## src/rtl/bha_pkg.sv

```systemverilog
package bha_pkg;

  typedef enum logic [2:0] {
    ST_IDLE,
    ST_REQ_LOC,
    ST_OWN_LOC,
    ST_REQ_CHN,
    ST_OWN_CHN,
    ST_HOLD_ABORT,
    ST_REL_WAIT
  } arb_state_e;

  function automatic logic state_drives_hold(arb_state_e s);
    return (s == ST_REQ_LOC) || (s == ST_OWN_LOC) || (s == ST_REQ_CHN) ||
           (s == ST_OWN_CHN) || (s == ST_HOLD_ABORT);
  endfunction

endpackage

```

## src/rtl/bha_rst_sync.sv

```systemverilog
module bha_rst_sync #(
  parameter int STAGES = 2
) (
  input  logic clk,
  input  logic rst_n,
  output logic rst_sync_n
);
  localparam int LAST = STAGES - 1;

  logic [LAST:0] chain_q;

  always_ff @(posedge clk or negedge rst_n) begin
    if (!rst_n) chain_q <= '0;
    else        chain_q <= {chain_q[LAST-1:0], 1'b1};
  end

  assign rst_sync_n = chain_q[LAST];
endmodule

```

## src/rtl/bha_sync.sv

```systemverilog
module bha_sync #(
  parameter int WIDTH  = 2,
  parameter int STAGES = 2
) (
  input  logic             clk,
  input  logic             rst_n,
  input  logic [WIDTH-1:0] async_in,
  output logic [WIDTH-1:0] sync_out
);
  logic [WIDTH-1:0] stage_q [STAGES];

  for (genvar g = 0; g < STAGES; g++) begin : g_stage
    if (g == 0) begin : g_first
      always_ff @(posedge clk or negedge rst_n) begin
        if (!rst_n) stage_q[0] <= '0;
        else        stage_q[0] <= async_in;
      end
    end else begin : g_next
      always_ff @(posedge clk or negedge rst_n) begin
        if (!rst_n) stage_q[g] <= '0;
        else        stage_q[g] <= stage_q[g-1];
      end
    end
  end

  assign sync_out = stage_q[STAGES-1];
endmodule

```

## src/rtl/bha_prio.sv

```systemverilog
module bha_prio (
  input  logic loc_want,
  input  logic chn_want,
  input  logic chain_first,
  output logic pick_loc,
  output logic pick_chn
);
  always_comb begin
    pick_chn = chn_want && (chain_first || !loc_want);
    pick_loc = loc_want && !pick_chn;
  end
endmodule

```

## src/rtl/bha_fsm.sv

```systemverilog
module bha_fsm
  import bha_pkg::*;
(
  input  logic clk,
  input  logic rst_n,
  input  logic pick_loc,
  input  logic pick_chn,
  input  logic loc_req,
  input  logic loc_abort,
  input  logic hlda_s,
  input  logic holdi_s,
  output logic hold_q,
  output logic hldao_q,
  output logic grant_q,
  output logic own_q
);
  arb_state_e state_q, state_d;
  logic       grant_d;
  logic       loc_gone;

  assign loc_gone = loc_abort || !loc_req;

  always_comb begin
    state_d = state_q;
    grant_d = 1'b0;
    unique case (state_q)
      ST_IDLE: begin
        if (pick_chn)      state_d = ST_REQ_CHN;
        else if (pick_loc) state_d = ST_REQ_LOC;
      end
      ST_REQ_LOC: begin
        if (hlda_s) begin
          if (loc_gone) state_d = ST_REL_WAIT;
          else begin
            state_d = ST_OWN_LOC;
            grant_d = 1'b1;
          end
        end else if (loc_gone) begin
          state_d = ST_HOLD_ABORT;
        end
      end
      ST_OWN_LOC: begin
        if (!hlda_s || loc_gone) state_d = ST_REL_WAIT;
      end
      ST_REQ_CHN: begin
        if (hlda_s) state_d = holdi_s ? ST_OWN_CHN : ST_REL_WAIT;
        else if (!holdi_s) state_d = ST_HOLD_ABORT;
      end
      ST_OWN_CHN: begin
        if (!hlda_s || !holdi_s) state_d = ST_REL_WAIT;
      end
      ST_HOLD_ABORT: begin
        if (hlda_s) state_d = ST_REL_WAIT;
      end
      ST_REL_WAIT: begin
        if (!hlda_s) state_d = ST_IDLE;
      end
      default: state_d = ST_IDLE;
    endcase
  end

  always_ff @(posedge clk or negedge rst_n) begin
    if (!rst_n) begin
      state_q <= ST_IDLE;
      hold_q  <= 1'b0;
      hldao_q <= 1'b0;
      grant_q <= 1'b0;
      own_q   <= 1'b0;
    end else begin
      state_q <= state_d;
      hold_q  <= state_drives_hold(state_d);
      hldao_q <= (state_d == ST_OWN_CHN);
      grant_q <= grant_d;
      own_q   <= (state_d == ST_OWN_LOC);
    end
  end
endmodule

```

## src/rtl/bus_hold_arb.sv

```systemverilog
module bus_hold_arb #(
  parameter int SYNC_STAGES = 2,
  parameter int RST_STAGES  = 2
) (
  input  logic clk,
  input  logic rst_n,
  input  logic cfg_chain_first,
  input  logic loc_req,
  input  logic loc_abort,
  input  logic hlda_in,
  input  logic holdi_in,
  output logic hold_out,
  output logic hldao_out,
  output logic dma_grant,
  output logic dma_own
);
  localparam int SYNC_W = 2;

  logic              rst_sync_n;
  logic [SYNC_W-1:0] sync_vec;
  logic              hlda_s, holdi_s;
  logic              loc_want, pick_loc, pick_chn;

  bha_rst_sync #(.STAGES(RST_STAGES)) u_rst (
    .clk(clk), .rst_n(rst_n), .rst_sync_n(rst_sync_n)
  );

  bha_sync #(.WIDTH(SYNC_W), .STAGES(SYNC_STAGES)) u_sync (
    .clk(clk), .rst_n(rst_sync_n),
    .async_in({holdi_in, hlda_in}),
    .sync_out(sync_vec)
  );

  assign hlda_s   = sync_vec[0];
  assign holdi_s  = sync_vec[1];
  assign loc_want = loc_req && !loc_abort;

  bha_prio u_prio (
    .loc_want(loc_want), .chn_want(holdi_s), .chain_first(cfg_chain_first),
    .pick_loc(pick_loc), .pick_chn(pick_chn)
  );

  bha_fsm u_fsm (
    .clk(clk), .rst_n(rst_sync_n),
    .pick_loc(pick_loc), .pick_chn(pick_chn),
    .loc_req(loc_req), .loc_abort(loc_abort),
    .hlda_s(hlda_s), .holdi_s(holdi_s),
    .hold_q(hold_out), .hldao_q(hldao_out),
    .grant_q(dma_grant), .own_q(dma_own)
  );
endmodule

```

## config.mk

```make
export PLATFORM = sky130hd
export DESIGN_NAME = bus_hold_arb
export DESIGN_NICKNAME = d
export VERILOG_FILES = /design/src/rtl/bha_pkg.sv /design/src/rtl/bha_rst_sync.sv /design/src/rtl/bha_sync.sv /design/src/rtl/bha_prio.sv /design/src/rtl/bha_fsm.sv /design/src/rtl/bus_hold_arb.sv
export SDC_FILE = /design/constraint.sdc
export NUM_CORES = 1
export LEC_CHECK = 0
export ABC_AREA = 1
export BUFFER_PORTS_ARGS = -buffer_cell sky130_fd_sc_hd__buf_2
export CAP_MARGIN = 20
export CORE_AREA = 4 4 41 43
export DETAILED_ROUTE_END_ITERATION = 8
export DIE_AREA = 0 0 45 47
export PLACE_DENSITY_LB_ADDON = 0.1
export SETUP_SLACK_MARGIN = 0.1
export SYNTH_ARGS = -nofsm -noshare
export SYNTH_HDL_FRONTEND = slang
export SYNTH_SLANG_ARGS = --single-unit
export TNS_END_PERCENT = 20
```

## constraint.sdc

```tcl
create_clock -name clk -period 0.8 [get_ports clk]
set_input_delay 0 -clock clk [delete_from_list [all_inputs] [get_ports clk]]
set_output_delay 0 -clock clk [all_outputs]
set_load 0.02 [all_outputs]
```

==> flow_summary.json <==
{
  "synth.most_common_cell": "nand2_1",
  "clockBufferDepth": 2,
  "io_buffers": 10,
  "vias": 502,
  "crit_family": "flip-flops",
  "die_w_um": 45,
  "synth_cell_type_count": 12,
  "globalplace.congestion": 0.878,
  "ys_seq_area_share_pct": 57.6,
  "cp-startpoint": "u_fsm.state_q[0]",
  "synth_top_cell_by_area": "dfrtp_1",
  "fin_area_sq_um": 787,
  "max_cap_violations": 0,
  "switching_share_pct": 42.1,
  "slew_viol_final": 0,
  "powerDensity_nw_per_um2": 3570,
  "power_frac_comb_pct": 48.6,
  "dp_hpwl_um": 793,
  "ant_nets": 0,
  "cts.htree.levels": 1,
  "rows": 13,
  "status": "finished, violations left",
  "root_buffer": "clkbuf_4",
  "firstDrtPassIters": 4,
  "path_depth": 7,
  "wl_mm": 1.17,
  "synth_xor_area_share_pct": 0,
  "path_cells": "buf_4, nand2_1, o21ai_1, nor2_2, nand3_1, nand2_1, nand2_1",
  "io-pin-count": 11,
  "min-delay-start": "loc_req",
  "max_freq_ghz": 0.849,
  "grt_pass1_wl_mm": 1.99,
  "ir_drop_mv": 1.81,
  "critPathLaunchType": "flip-flop",
  "power.switching_w": 0.00118,
  "synth_top_area_share_pct": 57.6,
  "wl_per_cell_um": 11.0,
  "syn-instance-count": 68,
  "r2r_end": "u_fsm.hold_q",
  "clk_pin_slew_ns": 0.08,
  "drt_drc_violations_left": 0,
  "synth_fa_ha_area_share_pct": 0,
  "critical-path-max-stage-delay_ns": 0.46,
  "clkLatencyLatePin_ns": 0.27,
  "p_int_w": 0.00163,
  "synthFlopType": "dfrtp_1",
  "core_sq_um": 1300,
  "hold_viol": 0,
  "grt_overflow": 0,
  "grt_max_degree": 12,
  "cts_buffers": 3,
  "leakage_nw": 0.407,
  "antenna_found_initial": 0,
  "seqPwrFrac_pct": 37.3,
  "fin_skew_ns": 0.0100,
  "critPathCapture": "u_fsm.hold_q",
  "crit_slowest_cell": "dfrtp_2",
  "violations": "negative setup slack",
  "die_h_um": 47,
  "antenna-diode-count": 0,
  "ys_top_cells_by_area": "dfrtp_1, nand2_1, nand3_1",
  "critPathMostFrequentCell": "nand2_1",
  "start_util_pct": 43.4,
  "drtIter0Drc": 7,
  "rrSetupSlack_ns": -0.38,
  "grt.total_usage_pct": 13.6,
  "synth_edf_count": 0,
  "synth_seq_cells": 13,
  "total_power_w": 0.00281,
  "layout-drive-gt1-share_pct": 44.0,
  "power_frac_clock_pct": 14.1,
  "r2r-start": "u_fsm.state_q[0]",
  "rsz0062_at_grt": "true",
  "cp_max_fo": 6,
  "period_needed_ns": 1.18,
  "syn_area_sq_um": 564,
  "yosys_warnings": 0,
  "clock_sinks": 13,
  "worst-setup-path-type": "reg2reg",
  "avgSynthCellArea_sq_um": 8.30,
  "hp-class": "in2reg",
  "worst-path-buf-inv": 1,
  "async_flop_share_pct": 100,
  "setup_ws_ns": -0.378,
  "post-route-period-util_pct": 147,
  "reg2reg_depth": 7,
  "area_growth_pct": 39.5,
  "setup_violations": 8,
  "die_area_sq_um": 2120,
  "nets": 99,
  "endpoint_kind": "flip-flop",
  "cp.arrival_ns": 1.34,
  "yosys-top-cells-count": "nand2_1, dfrtp_1, inv_1, nand3_1, nor2_1",
  "postPlaceCellArea_sq_um": 656,
  "cts_tree": "yes",
  "critPathRequiredTime_ns": 0.96,
  "yosys.area_share.simple_pct": 33.9,
  "synth_nets": 75,
  "synth_top_family_by_area": "simple AND/OR/NAND/NOR gates",
  "synth_mux_area_share_pct": 0,
  "vias_per_cell": 4.74,
  "grt_pass1_vias": 506,
  "synth_compound_area_share_pct": 1.77
}
## metrics by stage
step	hold WS (ns)	TNS, ns	worst slack (ns)	instances	utilization [%]
after floorplan	-0.296	-0.973	-0.256	68	-
after global placement	-0.215	-1.92	-0.385	96	50.4
after detailed placement	-0.215	-1.86	-0.372	96	50.4
after CTS	0.0112	-1.85	-0.356	105	58.9
after global routing	0.0360	-2.65	-0.458	106	60.5
final	0.0234	-2.05	-0.378	106	60.5
## how the worst min path moves through the flow
stage,depth (start not counted),slack [ns],to
final,3,0.02,u_fsm.grant_q
after global routing,3,0.04,u_fsm.grant_q
after CTS,3,0.01,u_fsm.grant_q
after detailed placement,1,-0.21,u_rst.chain_q[0]
after global placement,1,-0.22,u_rst.chain_q[0]
after floorplan,0,-0.30,u_rst.chain_q[0]
## final cells by class
type	instances	area (sq um)
sequential	13	330
clock buffer	4	26.3
timing repair buffer	19	144
fill	123	514
inverter	9	33.8
multi-input combinational	46	234
tap	15	18.8
## cell families (layout without fill, tap and decap cells)
group / count (synthesis) / in the layout
DFF: 13 / 13
AOI/OAI and AO/OA: 2 / 2
other: 1 / 1
and+or+nand+nor: 43 / 43
buffers and inverters: 9 / 32
## worst min-delay path: stages
cell     delay [ns]
buf_2          0.12
nand2_1        0.10
nor2_2         0.05
## layer usage
| layer | GRT usage (%) | share of wire (%) | wire length, um | up-vias |
|---|---|---|---|---|
| li1 | - | - | - | 259 |
| met2 | 24.9 | 53 | 614 | 13 |
| met1 | 14.7 | 41 | 480 | 230 |
| met5 | 0 | 0 | 0 | - |
| met3 | 4.21 | 6.3 | 74 | 0 |
| met4 | 5.26 | 0 | 0 | 0 |
## flip-flops by register name, indices dropped and copies added, names as in the netlist
signal and count:
u_fsm.own_q 1, u_fsm.hold_q 1, u_fsm.grant_q 1, u_fsm.hldao_q 1, u_fsm.state_q 3, u_sync.sync_out 2
u_sync.stage_q 2, u_rst.chain_q 2
## power by group through the flow
| stage | logic (W) | registers (W) | clock network, W |
|---|---|---|---|
| 6_report | 0.00136 | 0.00105 | 0.000395 |
| 3_5_place_dp | 0.00107 | 0.000996 | 0 |
| 3_3_place_gp | 0.00108 | 0.000991 | 0 |
| 2_1_floorplan | 0.000757 | 0.00105 | 0 |
| 5_1_grt | 0.00153 | 0.00108 | 0.000439 |
| 4_1_cts | 0.00127 | 0.00102 | 0.000405 |
## timing repair
action / 4_1_cts / 5_1_grt
pin swaps: 6 / 3
resized for setup: 16 / 4
hold buffers: 3 / 0
setup endpoints to repair: 11 / 11
setup buffers: 2 / 1
hold endpoints to repair: 4 / 0
## placed cells by master (no fill, tap or decap)
cell type	count
inv_2	5
conb_1	1
a21oi_2	1
buf_6	3
dfrtp_2	4
nand2_1	18
clkbuf_4	3
nand3_1	7
nand2_2	3
clkbuf_1	1
nor2_4	1
dfrtp_1	9
inv_1	4
buf_2	7
o21ai_1	1
nand4_1	4
nor2_1	3
nand3_2	1
buf_4	6
nor2_2	6
dlygate4sd3_1	3
Power figures use the tool's default switching activity.
